[config.mk]
export PLATFORM = sky130hd
export DESIGN_NAME = mmio_serial_port
export DESIGN_NICKNAME = d
export VERILOG_FILES = /design/src/rtl/msp_pkg.sv /design/src/rtl/msp_tx.sv /design/src/rtl/msp_rx.sv /design/src/rtl/mmio_serial_port.sv
export SDC_FILE = /design/constraint.sdc
export NUM_CORES = 1
export LEC_CHECK = 0
export BUFFER_PORTS_ARGS = -buffer_cell sky130_fd_sc_hd__buf_2
export CAP_MARGIN = 30
export CELL_PAD_IN_SITES_DETAIL_PLACEMENT = 0
export CELL_PAD_IN_SITES_GLOBAL_PLACEMENT = 2
export CORE_ASPECT_RATIO = 0.7
export CORE_MARGIN = 2
export CORE_UTILIZATION = 39
export DETAILED_ROUTE_END_ITERATION = 10
export GPL_TIMING_DRIVEN = 1
export PLACE_DENSITY = 0.81
export SKIP_CTS_REPAIR_TIMING = 1
export SLEW_MARGIN = 20
export SYNTH_ARGS = -nofsm -noshare
export SYNTH_HDL_FRONTEND = slang
export SYNTH_HIERARCHICAL = 1
export SYNTH_SLANG_ARGS = --single-unit
export TNS_END_PERCENT = 1
[constraint.sdc]
create_clock -name clk -period 6.6 [get_ports clk]
set_input_delay 0.99 -clock clk [delete_from_list [all_inputs] [get_ports clk]]
set_output_delay 0.99 -clock clk [all_outputs]
set_load 0.02 [all_outputs]
[src/rtl/msp_pkg.sv]
package msp_pkg;

    // register offsets (byte addresses)
    localparam logic [7:0] OFF_CTRL = 8'h30;
    localparam logic [7:0] OFF_STAT = 8'h34;
    localparam logic [7:0] OFF_DATA = 8'h38;
    localparam logic [7:0] OFF_BAUD = 8'h3C;

    // control bit positions
    localparam int CTL_UE  = 13;
    localparam int CTL_TE  = 3;
    localparam int CTL_RE  = 2;
    localparam int CTL_RXL = 0;

    // status bit positions
    localparam int ST_TXE  = 7;
    localparam int ST_TC   = 6;
    localparam int ST_RXNE = 5;
    localparam int ST_ORE  = 3;
    localparam int ST_FE   = 1;
    localparam int ST_RDY  = 0;

    localparam logic [31:0] STAT_RESET = 32'h0000_00C0;

    typedef enum logic [1:0] {
        RX_IDLE,
        RX_START,
        RX_BITS,
        RX_STOP
    } rx_phase_e;

endpackage

[src/rtl/msp_tx.sv]
module msp_tx #(
    parameter int CHAR_W = 8,
    parameter int DIV_W  = 16
) (
    input  logic              clk,
    input  logic              rst_n,
    input  logic              run,
    input  logic [DIV_W-1:0]  period,
    input  logic              load,
    input  logic [CHAR_W-1:0] load_data,
    output logic              taken,
    output logic              done,
    output logic              txd
);
    localparam int IDX_W = $clog2(CHAR_W + 2);
    localparam logic [IDX_W-1:0] IDX_LAST_DATA = IDX_W'(CHAR_W);
    localparam logic [IDX_W-1:0] IDX_STOP      = IDX_W'(CHAR_W + 1);

    typedef struct packed {
        logic              busy;
        logic [DIV_W-1:0]  cnt;
        logic [IDX_W-1:0]  idx;
        logic [CHAR_W-1:0] sh;
        logic              txd;
    } tx_st_t;

    tx_st_t st_d, st_q;

    always_comb begin
        st_d  = st_q;
        taken = 1'b0;
        done  = 1'b0;
        if (run) begin
            if (!st_q.busy) begin
                if (load) begin
                    taken      = 1'b1;
                    st_d.busy  = 1'b1;
                    st_d.cnt   = '0;
                    st_d.idx   = '0;
                    st_d.sh    = load_data;
                    st_d.txd   = 1'b0;
                end
            end else if (st_q.cnt == period - 1'b1) begin
                st_d.cnt = '0;
                if (st_q.idx == IDX_STOP) begin
                    st_d.busy = 1'b0;
                    st_d.txd  = 1'b1;
                    done      = 1'b1;
                end else begin
                    st_d.idx = st_q.idx + 1'b1;
                    if (st_q.idx == IDX_LAST_DATA) begin
                        st_d.txd = 1'b1;
                    end else begin
                        st_d.txd = st_q.sh[0];
                        st_d.sh  = {1'b0, st_q.sh[CHAR_W-1:1]};
                    end
                end
            end else begin
                st_d.cnt = st_q.cnt + 1'b1;
            end
        end
    end

    always_ff @(posedge clk or negedge rst_n) begin
        if (!rst_n) begin
            st_q <= '{busy: 1'b0, cnt: '0, idx: '0, sh: '0, txd: 1'b1};
        end else begin
            st_q <= st_d;
        end
    end

    assign txd = st_q.txd;

endmodule

[src/rtl/msp_rx.sv]
module msp_rx
    import msp_pkg::*;
#(
    parameter int CHAR_W = 8,
    parameter int DIV_W  = 16
) (
    input  logic                clk,
    input  logic                rst_n,
    input  logic                run,
    input  logic                active,
    input  logic [DIV_W-1:0]    period,
    input  logic                rxd_pin,
    output logic                done,
    output logic [2*CHAR_W-1:0] frame,
    output logic                frame_bad
);
    localparam int IDX_W = (CHAR_W > 1) ? $clog2(CHAR_W) : 1;
    localparam logic [IDX_W-1:0] IDX_LAST = IDX_W'(CHAR_W - 1);

    typedef struct packed {
        logic [1:0]        sync;
        rx_phase_e         phase;
        logic [DIV_W-1:0]  cnt;
        logic [IDX_W-1:0]  idx;
        logic [CHAR_W-1:0] sh;
        logic              second;
        logic [CHAR_W-1:0] cmd;
        logic              bad;
    } rx_st_t;

    rx_st_t st_d, st_q;
    logic             line;
    logic [DIV_W-1:0] half;

    assign line = st_q.sync[1];
    assign half = period >> 1;

    always_comb begin
        st_d      = st_q;
        st_d.sync = {st_q.sync[0], rxd_pin};
        done      = 1'b0;
        frame     = {st_q.cmd, st_q.sh};
        frame_bad = st_q.bad | ~line;
        if (!active) begin
            st_d.phase  = RX_IDLE;
            st_d.second = 1'b0;
            st_d.bad    = 1'b0;
            st_d.cnt    = '0;
        end else if (run) begin
            unique case (st_q.phase)
                RX_IDLE: begin
                    st_d.cnt = '0;
                    if (!line) st_d.phase = RX_START;
                end
                RX_START: begin
                    if (st_q.cnt == half - 1'b1) begin
                        st_d.cnt   = '0;
                        st_d.idx   = '0;
                        st_d.phase = line ? RX_IDLE : RX_BITS;
                    end else begin
                        st_d.cnt = st_q.cnt + 1'b1;
                    end
                end
                RX_BITS: begin
                    if (st_q.cnt == period - 1'b1) begin
                        st_d.cnt = '0;
                        st_d.sh  = {line, st_q.sh[CHAR_W-1:1]};
                        if (st_q.idx == IDX_LAST) st_d.phase = RX_STOP;
                        else                      st_d.idx   = st_q.idx + 1'b1;
                    end else begin
                        st_d.cnt = st_q.cnt + 1'b1;
                    end
                end
                RX_STOP: begin
                    if (st_q.cnt == period - 1'b1) begin
                        st_d.cnt   = '0;
                        st_d.phase = RX_IDLE;
                        if (!st_q.second) begin
                            st_d.cmd    = st_q.sh;
                            st_d.second = 1'b1;
                            st_d.bad    = ~line;
                        end else begin
                            done        = 1'b1;
                            st_d.second = 1'b0;
                            st_d.bad    = 1'b0;
                        end
                    end else begin
                        st_d.cnt = st_q.cnt + 1'b1;
                    end
                end
                default: st_d.phase = RX_IDLE;
            endcase
        end
    end

    always_ff @(posedge clk or negedge rst_n) begin
        if (!rst_n) begin
            st_q <= '{sync: 2'b11, phase: RX_IDLE, cnt: '0, idx: '0, sh: '0,
                      second: 1'b0, cmd: '0, bad: 1'b0};
        end else begin
            st_q <= st_d;
        end
    end

endmodule

[src/rtl/mmio_serial_port.sv]
module mmio_serial_port
    import msp_pkg::*;
#(
    parameter int ADDR_W  = 8,
    parameter int DIV_W   = 16,
    parameter int MIN_BIT = 8
) (
    input  logic              clk,
    input  logic              rst_n,
    input  logic              clk_en,
    input  logic              bus_sel,
    input  logic              bus_wr,
    input  logic [ADDR_W-1:0] bus_addr,
    input  logic [31:0]       bus_wdata,
    output logic [31:0]       bus_rdata,
    input  logic              rxd,
    output logic              txd
);
    localparam int CHAR_W = 8;
    localparam int FRAME_W = 2 * CHAR_W;
    localparam logic [DIV_W-1:0] MIN_PERIOD = DIV_W'(MIN_BIT);

    typedef struct packed {
        logic [31:0]        ctrl;
        logic [DIV_W-1:0]   baud;
        logic               txe;
        logic               tc;
        logic               rxne;
        logic               ore;
        logic               fe;
        logic               hold_full;
        logic [CHAR_W-1:0]  hold;
        logic [FRAME_W-1:0] rxbuf;
    } reg_st_t;

    reg_st_t st_d, st_q;

    logic hit_ctrl, hit_stat, hit_data, hit_baud;
    logic wr_ctrl, wr_stat, wr_data, wr_baud, rd_data;
    logic tx_en, rx_active, dr_wr_ok;
    logic [DIV_W-1:0] bit_period;
    logic tx_taken, tx_done;
    logic rx_fire, rx_bad;
    logic [FRAME_W-1:0] rx_frame;
    logic [31:0] stat_word;

    // observation points for the bound checker
    logic [31:0]        ctrl_w;
    logic               flag_txe, flag_tc, flag_rxne, flag_ore;
    logic [FRAME_W-1:0] rx_hold;

    assign hit_ctrl = bus_addr == ADDR_W'(OFF_CTRL);
    assign hit_stat = bus_addr == ADDR_W'(OFF_STAT);
    assign hit_data = bus_addr == ADDR_W'(OFF_DATA);
    assign hit_baud = bus_addr == ADDR_W'(OFF_BAUD);

    assign wr_ctrl = bus_sel &  bus_wr & hit_ctrl;
    assign wr_stat = bus_sel &  bus_wr & hit_stat;
    assign wr_data = bus_sel &  bus_wr & hit_data;
    assign wr_baud = bus_sel &  bus_wr & hit_baud;
    assign rd_data = bus_sel & ~bus_wr & hit_data;

    assign tx_en     = st_q.ctrl[CTL_UE] & st_q.ctrl[CTL_TE];
    assign rx_active = (st_q.ctrl[CTL_UE] & st_q.ctrl[CTL_RE]) | st_q.ctrl[CTL_RXL];
    assign dr_wr_ok  = wr_data & clk_en & tx_en & st_q.txe;

    assign bit_period = (st_q.baud < MIN_PERIOD) ? MIN_PERIOD : st_q.baud;

    msp_tx #(
        .CHAR_W (CHAR_W),
        .DIV_W  (DIV_W)
    ) u_tx (
        .clk       (clk),
        .rst_n     (rst_n),
        .run       (clk_en),
        .period    (bit_period),
        .load      (st_q.hold_full),
        .load_data (st_q.hold),
        .taken     (tx_taken),
        .done      (tx_done),
        .txd       (txd)
    );

    msp_rx #(
        .CHAR_W (CHAR_W),
        .DIV_W  (DIV_W)
    ) u_rx (
        .clk       (clk),
        .rst_n     (rst_n),
        .run       (clk_en),
        .active    (rx_active),
        .period    (bit_period),
        .rxd_pin   (rxd),
        .done      (rx_fire),
        .frame     (rx_frame),
        .frame_bad (rx_bad)
    );

    always_comb begin
        st_d = st_q;

        if (wr_ctrl) st_d.ctrl = bus_wdata;
        if (wr_baud) st_d.baud = bus_wdata[DIV_W-1:0];

        if (wr_stat) begin
            if (!bus_wdata[ST_TC])  st_d.tc  = 1'b0;
            if (!bus_wdata[ST_ORE]) st_d.ore = 1'b0;
            if (!bus_wdata[ST_FE])  st_d.fe  = 1'b0;
        end

        if (tx_taken) begin
            st_d.hold_full = 1'b0;
            st_d.txe       = 1'b1;
        end
        if (tx_done && !st_q.hold_full) st_d.tc = 1'b1;

        if (dr_wr_ok) begin
            st_d.hold      = bus_wdata[CHAR_W-1:0];
            st_d.hold_full = 1'b1;
            st_d.txe       = 1'b0;
            st_d.tc        = 1'b0;
        end

        if (rd_data) st_d.rxne = 1'b0;

        if (rx_fire) begin
            if (st_q.rxne && !rd_data) begin
                st_d.ore = 1'b1;
            end else begin
                st_d.rxbuf = rx_frame;
                st_d.rxne  = 1'b1;
            end
            if (rx_bad) st_d.fe = 1'b1;
        end
    end

    always_ff @(posedge clk or negedge rst_n) begin
        if (!rst_n) begin
            st_q <= '{ctrl: '0, baud: '0, txe: 1'b1, tc: 1'b1, rxne: 1'b0,
                      ore: 1'b0, fe: 1'b0, hold_full: 1'b0, hold: '0, rxbuf: '0};
        end else begin
            st_q <= st_d;
        end
    end

    always_comb begin
        stat_word          = '0;
        stat_word[ST_TXE]  = st_q.txe;
        stat_word[ST_TC]   = st_q.tc;
        stat_word[ST_RXNE] = st_q.rxne;
        stat_word[ST_ORE]  = st_q.ore;
        stat_word[ST_FE]   = st_q.fe;
        stat_word[ST_RDY]  = st_q.rxne;
    end

    always_comb begin
        bus_rdata = '0;
        if (bus_sel && !bus_wr) begin
            if (hit_ctrl) bus_rdata = st_q.ctrl;
            if (hit_stat) bus_rdata = stat_word;
            if (hit_data) bus_rdata = 32'(st_q.rxbuf);
            if (hit_baud) bus_rdata = 32'(st_q.baud);
        end
    end

    assign ctrl_w    = st_q.ctrl;
    assign flag_txe  = st_q.txe;
    assign flag_tc   = st_q.tc;
    assign flag_rxne = st_q.rxne;
    assign flag_ore  = st_q.ore;
    assign rx_hold   = st_q.rxbuf;

endmodule

==> results.md, run 1 <==
* Worst min-delay path class: reg -> reg
* Leak at roughly 5.0 nW
* Total Negative Setup Slacks at 0 ps
* Share of cell area taken by muxes after synthesis at around 14%
* Count leader, synth: dfrtp_1
* Adder-cell share of the synthesized area at 1.35%
* 1st-iter DRT viols at 574
* Critical path fanouts, max at 16
* Endpoints failing hold at 0
* Cells along the critical path: nor4_1 > nand4_1 > and2_1 > buf_4 > inv_1 > ha_1 > or4b_4 > nor4_1 > mux2_2 > o21a_1 > or3_4 > nor3_1 > nand4_1 > nor2_1 > inv_1 > o41ai_4 > buf_4 > mux2_2
* Setup slack after layout at 855 ps
* Pins Over Slew Limit at 0
* Max Clk Rate at 174 MHz
* Clk root buf: clkbuf_16
* Detailed placer's ending HPWL at 18300 um
* Die area at 25000 um2
* Cells after Synth at 918
* Clock tree from TritonCTS: built
* Shortest period the worst path allows at 5750 ps
* Row Count at 47
* Number of H-tree levels at 4
* Cell family with the largest share of critical-path delay: simple AND/OR/NAND/NOR gates
* Later-pin clock latency in the skew report at 440 ps
* X dimension of the die at 188 um
* Most used flip-flop cell after synthesis: dfrtp_1
* Type of the setup path with the least slack: reg -> reg
* Drt total wl at 25500 um
* Seq/Total Area, Yosys at 40.3%
* Via-to-Cell Ratio at 5.63
* Unrepaired setup endpoints after global routing: no
* Tcrit/Tclk final at 87.1%
* Fraction of the mapped netlist area in compound gates at 12.1%
* Synthesized-area fraction occupied by xor and xnor cells at approximately 5.4%
* Total power draw at approximately 2.2 mW
* Library cell with the largest summed area after synthesis: dfrtp_1
* Routability congestion estimate from global placement at 0.874
* # IOs at 79
* Summed instance area of the synthesized netlist at between 9000 and 10000 um2
* Proportion of layout cells with a drive suffix above 1 at 28.2%
* Grt met3 use at 4.56%
* Fin util at 44.1%
* Number of max-capacitance violations reported at 0
* Critical Path Source Type: register
* Antenna violation net count after detailed routing at 0
* Count of fill cells added during filler insertion at 2282
* Number of sinks driven by the clock tree at roughly 150
* Syn-to-layout area delta at 11.7%
* Delay contributed by the slowest stage of the critical path at about 530 ps
* Pre-CTS worst setup slack at between 900 and 1000 ps
* Met1 Track Usage GR at 33.6%
* Clock-pin slew of the registers on the worst-case setup and hold paths at 60 ps
* Detailed Routing Iterations Pass 1 at 5
* Cell type of the slowest stage on the worst timing path: dfrtp_1
* GR Layer Usage met2 at 27.4%
* WP data required at 6920 ps
* Arrival time of the worst setup path at 6060 ps
* # DRC at 0
* Share of the synthesized area in the top cell type at 38.9%
* Most area-consuming cells after synthesis: dfrtp_1 39%, mux2_2 13%, xor2_1 2.7%
* Peak supply drop at approximately 190 uV
* TritonCTS buffer count at 17
* Final nets at 1002
* Aggregate global-route resource usage at 20.8%
* Distinct cell type count of the synthesized netlist at 85
* Crit. End Element: register
* Pin count of the biggest net entering global routing at 75
* Number of synthesized register bits at 149
* Async S/R FF share, synth at 100%
* Number of buffer and inverter instances along the worst setup path at 4
* Mapped Avg Cell Area at 10.1 um2
* Via Count at roughly 7200
* Worst-margin pin slew at 1010 ps
* Number of enable-type register cells in the synthesized netlist at 0
* Total number of yosys warnings at 6
* Result of the run: finished clean
* Net count after synthesis at between 900 and 1000
* Maximum buffer depth of the clock tree at 2
* Pwr dens at 212 nW/um2
* Post-detailed-route wirelength per cell at 19.9 um
* Global-route wire length before repair at around 40000 um
* Commonest cells in the netlist: 144 x dfrtp_1, 103 x mux2_2, 57 x nor2_1
* Most used routing layer: met1
* Largest family of logic cells by synthesized area: simple AND/OR/NAND/NOR gates
* Initial Util at 39.5%
* Number of port buffers at 78
* Antenna diode count at 0
* Simple-Gate Fraction of Synth Area at between 20% and 30%
* Number of setup violations in the final report at 0
* Number of antenna violations at the first check in global routing at 0
* Max-slew headroom at 32.6%
* Core footprint at 23500 um2
* Number of global-route vias before repair at between 6000 and 7000
* Die extent in y at ~130 um
* Total congestion overflow at 0
* Clk_skew at 8.80 ps
[area by class of cell]
cell class,count,area (um2),area share [%]
Inverter,25,93.8,0.906
Timing Repair Buffer,95,548,5.29
Clock inverter,13,118,1.14
Multi-Input combinational cell,658,5020,48.5
Tap cell,318,398,3.84
Sequential cell,149,3730,36.1
Clock buffer,19,443,4.28
[worst paths after layout]
check	start	to	slack (ps)	cells after the start
worst min-delay path	u_rx/st_d[40]	u_rx/line	360	0
max in group asynchronous	rst_n	flag_txe	4770	3
worst max register to register	st_q[44]	rx_hold[13]	850	18
worst min register to register	u_rx/st_d[40]	u_rx/line	360	0
worst max-delay path	st_q[44]	rx_hold[13]	850	18
min in group asynchronous	rst_n	u_rx/st_q[23]	580	1
[per-stage QoR]
step	hold WS (ps)	cells	cell area (um2)
after floorplan	345	918	9270
after global placement	350	1243	9750
after detailed placement	349	1245	9790
after CTS	359	1277	10400
after global routing	368	1277	10400
final	357	1277	10400
[report_power, final]
group	total, mW	internal, mW	switching, mW
clock network	0.946	0.505	0.441
registers	0.931	0.922	0.00889
logic	0.315	0.121	0.195
total	2.19	1.55	0.645
[cells by family after synthesis]
| logic type | after synthesis |
|---|---|
| DFF | 149 |
| muxes | 117 |
| adders and majority gates | 10 |
| xor gates and xnor gates | 57 |
| AOI/OAI and AO/OA | 149 |
| buffers and inverters | 111 |
| and+or+nand+nor | 325 |
[sequential cells by signal, summed over array words and instances (netlist names), 16 cells and up]
name / cells
ctrl_w: 32
rx_hold: 16
st_q: 26
u_rx/frame: 16
u_rx/st_q: 23
u_tx/st_q: 29
[worst register-to-register path, delay by kind of cell, from the launching register on]
family | cells | cell delay, ps
muxes | 2 | 750
and+or+nand+nor | 9 | 2800
AOI/OAI and AO/OA | 2 | 560
DFF | 1 | 530
adders and majority gates | 1 | 260
buffers and inverters | 4 | 740
[layout by cell type (no fill, tap or decap), drive strengths merged, types with 6 or more instances in the layout]
cell	instances
dfrtp	144
mux2	112
buf	95
nor2	58
nand2	38
nand3	34
nor4	32
inv	32
and3	30
xor2	29
xnor2	28
nand2b	25
a22oi	23
o21ai	23
clkbuf	19
nor3	19
a21o	18
nand4	15
a21oi	15
or4	13
a22o	10
ha	10
a31oi	10
or3	9
or2	8
o22ai	8
and2	6
nor2b	6
or4b	6
[metal layers]
layer | up-vias | wire [um]
met1 | 3595 | 13400
li1 | 3392 | -
met3 | 15 | 1510
met4 | 0 | 214
met5 | - | 0
met2 | 182 | 10300
No activity file was read; power rests on OpenSTA's default activity.
==> inputs of run 2 (changes only) <==
Settings changed: GPL_TIMING_DRIVEN 1 to 0.
==> run 2 against run 1 <==
Core utilization grew 1.5 points. Die area is the same. Hold slack lost 0.55 ps. Largest power group unchanged. Sequential cell count is the same. Critical endpoint is now rx_hold[12]. Design area grew 3.4%. Critical path type unchanged.
==> results.md, run 2 (synthesis results as in run 1) <==
* Delay contributed by the slowest stage of the critical path at 520 ps (about the same)
* Topmost layer with routed signal wires: met4
* Cells along the critical path: nor4_1 > nand4_1 > and2_1 > inv_1 > ha_1 > or4b_4 > nor4_1 > mux2_2 > o21a_1 > or3_4 > nor3_1 > nand4_1 > nor2_1 > inv_1 > o41ai_4 > buf_6 > mux2_2
* Crit. End Element: register
* Later-pin clock latency in the skew report at 430 ps (about the same)
* Max reg flops at 32 (unchanged)
* Endpoints failing hold at 0 (unchanged)
* # DRC at 0 (unchanged)
* Number of max-capacitance violations reported at 0 (unchanged)
* Via Count at 7342 (+2.2%)
* Initial Util at 39.5% (unchanged)
* Clk_skew at 9.39 ps (+0.590 ps)
* Number of setup violations in the final report at 0 (unchanged)
* Metal1 wirelength at 13400 um (-0.51%)
* Detailed placer's ending HPWL at 18400 um (+0.58%)
* 1st-iter DRT viols at 510 (-11%)
* Cell type of the slowest stage on the worst timing path: nor4_1
* Pins Over Slew Limit at 0 (unchanged)
* Worst min-delay path class: reg -> reg
* Commonest non-fill, non-tap cell in the layout: dfrtp_1
* Syn-to-layout area delta at 15.5%
* Most frequent cells in the layout: 144 x dfrtp_1, 103 x mux2_2, 86 x buf_2
* Aggregate global-route resource usage at 20.8% (+0.055 points)
* TritonCTS buffer count at 17 (unchanged)
* Worst-margin pin slew at 999 ps (-8.87 ps)
* Number of port buffers at 76 (-2.6%)
* Drt total wl at 25100 um (-1.4%)
* Count of fill cells added during filler insertion at 2215 (-2.9%)
* Max Clk Rate at 162 MHz (-6.8%)
* Number of antenna violations at the first check in global routing at 0 (unchanged)
* Shortest period the worst path allows at 6160 ps (+419 ps)
* Via-to-Cell Ratio at 5.45 (-3.2%)
* Type of the setup path with the least slack: reg -> reg
* Result of the run: finished clean
* Detailed Routing Iterations Pass 1 at 5 (unchanged)
* Leak at 5.13 nW (+3.5%)
* Clk root buf: clkbuf_16
* Global-route wire length before repair at 40400 um (+1.1%)
* Critical path fanouts, max at 12 (-4)
* Clock tree from TritonCTS: built
* Number of sinks driven by the clock tree at 149 (unchanged)
* Pwr dens at 211 nW/um2 (-0.33%)
* Die area at 25000 um2 (unchanged)
* WP data required at 6910 ps (about the same)
* Multi-input gate area at 5000 um2 (-0.30%)
* Antenna violation net count after detailed routing at 0 (unchanged)
* Total Negative Setup Slacks at 0 ps (unchanged)
* Number of global-route vias before repair at 7139 (+8.1%)
* Total power draw at 2.26 mW (+3.1%)
* Antenna diode count at 0 (unchanged)
* Cell family with the largest share of critical-path delay: simple AND/OR/NAND/NOR gates
* Die extent in y at 133 um (unchanged)
* Total congestion overflow at 0 (unchanged)
* Number of H-tree levels at 4 (unchanged)
* Critical Path Source Type: register
* # IOs at 79 (unchanged)
* Pin count of the biggest net entering global routing at 86 (+15%)
* Proportion of layout cells with a drive suffix above 1 at 27.7% (-0.48 points)
* Final nets at 1073 (+7.1%)
* X dimension of the die at 188 um (unchanged)
* Routed wire length on met3 at 1280 um (-15%)
* Maximum buffer depth of the clock tree at 2 (unchanged)
* WL met2 at 10300 um (-0.36%)
* Core footprint at 23500 um2 (unchanged)
* Unrepaired setup endpoints after global routing: no
* Clock-pin slew of the registers on the worst-case setup and hold paths at 60 ps (about the same)
* Number of buffer and inverter instances along the worst setup path at 3 (-1)
* Post-detailed-route wirelength per cell at 18.6 um (-6.6%)
* Routability congestion estimate from global placement at 0.820 (-6.1%)
* Arrival time of the worst setup path at 6470 ps (+410 ps)
* Peak supply drop at 186 uV (-3.4%)
* Tcrit/Tclk final at 93.4% (+6.3 points)
* Register Area at 3730 um2 (unchanged)
* Row Count at 47 (unchanged)
* Max-slew headroom at 33.3% (+0.70 points)
==> run 2: cell count changes in the layout (fill, tap and decap cells not counted), sizes merged <==
| cell | delta |
|---|---|
| clkbuf | +52 |
| buf | +21 |
| inv | -6 |
| bufinv | +3 |
| clkinv | +2 |
| clkinvlp | -1 |
==> run 2: cell type report <==
cell class / instances / share of cell area [%]
plain buffers: 86 / 4.06
clock buffers: 21 / 4.21
clock inverters: 11 / 1.40
inverters: 25 / 0.877
well taps: 318 / 3.72
multi-input cells: 658 / 46.7
repair buffers: 80 / 4.11
flip-flops and latches: 149 / 34.9
==> run 2: stage by stage <==
step,instances,hold slack (ps),util (%),instance area (um2),worst slack (ps)
finish,1348,356,45.6,10700,436
global route,1348,363,45.6,10700,106
CTS,1345,357,45.5,10700,259
detailed placement,1313,349,43.0,10100,284
global placement,1312,349,42.8,10000,284
floorplan,918,345,-,9270,1750
==> run 2: final timing paths <==
path / from / end / slack, ps / depth (start not counted)
max: st_q[44] / rx_hold[12] / 440 / 17
min: u_rx/st_d[40] / u_rx/line / 360 / 0
max reg2reg: st_q[44] / rx_hold[12] / 440 / 17
min reg2reg: u_rx/st_d[40] / u_rx/line / 360 / 0
max in group asynchronous: rst_n / flag_tc / 5230 / 2
min in group asynchronous: rst_n / u_tx/st_q[24] / 510 / 1
==> run 2: worst register-to-register path: stages (launching register included) <==
cell     delay [ps]
dfrtp_1         430
nor4_1          530
nand4_1         300
and2_1          430
inv_1           220
ha_1            280
or4b_4          520
nor4_1          360
mux2_2          380
o21a_1          200
or3_4           350
nor3_1          370
nand4_1         150
nor2_1          330
inv_1           160
o41ai_4         460
buf_6           230
mux2_2          350
==> run 2: where the power goes <==
group	internal, mW	switching, mW
sequential	0.923	0.00767
combinational	0.124	0.187
clock	0.607	0.411
total	1.65	0.606
==> run 2: layer usage <==
metal / vias to the layer above / GRT usage (%)
li1: 3541 / -
met1: 3652 / 32.6
met2: 138 / 28.6
met3: 11 / 5.09
met4: 0 / 4.24
met5: - / 0
==> inputs of run 3 (changes only) <==
Settings changed: CORE_UTILIZATION 39 to 40, CTS_BUF_LIST set to sky130_fd_sc_hd__clkbuf_4 sky130_fd_sc_hd__clkbuf_8, PLACE_DENSITY 0.81 to 0.83.
==> run 3 against run 2 <==
Die area is 2.4% lower. Count of clock-buffer cells in the layout is 3 lower. Design area is 1.8% lower. Combinational power hardly changed. Global-route usage is 0.16 points higher. Core utilization is 0.76 points higher. First-iteration DRC count is 15% lower. Clock power is 22% lower. Largest power group is now sequential cells. Highest routed layer unchanged.
==> results.md, run 3 (synthesis results as in run 1) <==
* Cells along the critical path: nor4_1 > nand4_1 > and2_1 > inv_1 > ha_1 > or4b_4 > nor4_1 > mux2_2 > o21a_1 > or3_4 > nor3_1 > nand4_1 > nor2_1 > inv_1 > o41ai_4 > buf_6 > mux2_2
* Number of setup violations in the final report at 0 (unchanged)
* Critical path fanouts, max at 12 (unchanged)
* Via-to-Cell Ratio at 5.35 (-1.7%)
* Global-route wire length before repair at 39600 um (-2.1%)
* Drt total wl at 24700 um (-1.4%)
* X dimension of the die at 186 um (-1.2%)
* Total congestion overflow at 0 (unchanged)
* Hold Path End: u_rx/line
* Worst-margin pin slew at 910 ps (-88.6 ps)
* Number of antenna violations at the first check in global routing at 0 (unchanged)
* Number of max-capacitance violations reported at 0 (unchanged)
* Syn-to-layout area delta at 13.5%
* Type of the setup path with the least slack: reg -> reg
* Endpoint of the lowest-slack register-to-register path: rx_hold[12]
* Worst hold margin at 360 ps (+3.89 ps)
* Post-detailed-route wirelength per cell at 18.4 um (-0.90%)
* Initial Util at 40.9% (+1.4 points)
* # IOs at 79 (unchanged)
* Commonest non-fill, non-tap cell in the layout: dfrtp_1
* Launch instance of the worst min-delay path: u_rx/st_d[40]
* Total power draw at 2.04 mW (-9.9%)
* Via Count at 7181 (-2.2%)
* Number of sinks driven by the clock tree at 149 (unchanged)
* TritonCTS buffer count at 17 (unchanged)
* Inst Count DP at 1307 (-0.46%)
* Count of placed standard cells in the final layout, fillers left out at 1341 (-0.52%)
* Tcrit/Tclk final at 90.8% (-2.6 points)
* Max reg flops at 32 (unchanged)
* Final nets at 1072 (-0.093%)
* Aggregate global-route resource usage at 21.0% (+0.16 points)
* Proportion of layout cells with a drive suffix above 1 at 27.9% (+0.22 points)
* Result of the run: finished clean
* Clk_skew at 19.8 ps (+10.4 ps)
* Clock tree from TritonCTS: built
* Worst min-delay path class: reg -> reg
* Reg2reg setup slack at 610 ps (+170 ps)
* Pins Over Slew Limit at 0 (unchanged)
* Endpoints failing hold at 0 (unchanged)
* Setup slack after layout at 608 ps (+172 ps)
* Critical Path Source Type: register
* Die area at 24400 um2 (-2.4%)
* # DRC at 0 (unchanged)
* Shortest period the worst path allows at 5990 ps (-172 ps)
* Pre-CTS worst setup slack at 322 ps (+38.5 ps)
* Antenna violation net count after detailed routing at 0 (unchanged)
* Leak at 5.06 nW (-1.5%)
* Fin util at 46.4% (+0.76 points)
* Pwr dens at 194 nW/um2 (-8.3%)
* Core footprint at 22700 um2 (-3.4%)
* Routability congestion estimate from global placement at 0.857 (+4.5%)
* Max-slew headroom at 39.2% (+5.9 points)
* Post-place instance area at 10100 um2 (about the same)
* Number of H-tree levels at 4 (unchanged)
* WP data required at 6940 ps (+30 ps)
* Maximum buffer depth of the clock tree at 2 (unchanged)
* Detailed Routing Iterations Pass 1 at 5 (unchanged)
* Detailed placer's ending HPWL at 18400 um (about the same)
* Crit. End Element: register
* Number of global-route vias before repair at 6816 (-4.5%)
* Arrival time of the worst setup path at 6330 ps (-140 ps)
* Count of fill cells added during filler insertion at 2189 (-1.2%)
* Most frequent cells in the layout: 144 x dfrtp_1, 103 x mux2_2, 86 x buf_2
* Peak supply drop at 128 uV (-31%)
* Later-pin clock latency in the skew report at 470 ps (+40 ps)
* Worst Hold Path Cells at 0 (unchanged)
* Cell type of the slowest stage on the worst timing path: or4b_4
* Startpoint of the most critical register-to-register path: st_q[45]
* Non-Filler Cell Area, Final at 10500 um2 (-1.8%)
* Pin count of the biggest net entering global routing at 91 (+5.8%)
* Die extent in y at 131 um (-1.2%)
* Delay contributed by the slowest stage of the critical path at 520 ps (about the same)
* Number of port buffers at 76 (unchanged)
* 1st-iter DRT viols at 436 (-15%)
* Max Clk Rate at 167 MHz (+2.9%)
* Unrepaired setup endpoints after global routing: no
* Row Count at 46 (-2.1%)
* Total Negative Setup Slacks at 0 ps (unchanged)
* Reg2Reg Depth at 17 (unchanged)
* Clk root buf: clkbuf_8
* Clock-pin slew of the registers on the worst-case setup and hold paths at 80 ps (+20 ps)
* Antenna diode count at 0 (unchanged)
run 3: how the worst max path moves through the flow:
stage | cells past startpoint | slack [ps] | startpoint | endpoint
2_1_floorplan | 17 | 1750 | st_q[45] | rx_hold[10]
3_3_place_gp | 17 | 320 | st_q[45] | rx_hold[12]
3_5_place_dp | 17 | 320 | st_q[45] | rx_hold[13]
4_1_cts | 17 | 280 | st_q[45] | rx_hold[13]
5_1_grt | 17 | 210 | st_q[45] | rx_hold[13]
6_report | 17 | 610 | st_q[45] | rx_hold[12]
run 3: final cells by class:
cell class	instances	area [um2]	area share [%]
clock buffer	18	241	2.30
sequential	149	3730	35.5
tap	312	390	3.71
inverter	25	93.8	0.892
multi-input combinational	658	5000	47.6
buffer	86	434	4.13
clock inverter	14	186	1.77
timing repair buffer	79	433	4.12
run 3: power by group:
part / internal (mW) / leakage (nW) / switching [mW]
sequential: 0.921 / 2.03 / 0.00744
combinational: 0.124 / 2.81 / 0.189
clock: 0.390 / 0.217 / 0.403
total: 1.44 / 5.06 / 0.599
run 3: critical path: cells and delay by family, from the launching register on:
kind                       cells  cell delay, ps
buffers and inverters          3             600
adders and majority gates      1             300
DFF                            1             430
muxes                          2             720
AOI/OAI and AO/OA              2             620
and+or+nand+nor                9            3180
run 3: metal layers:
layer	part of all wire, %	routed length, um	up-vias	GRT usage, %
li1	-	-	3538	-
met1	56	14000	3517	34.9
met2	39	9720	116	27.5
met3	3.5	873	10	3.82
met4	0.70	173	0	4.07
met5	0	0	-	0
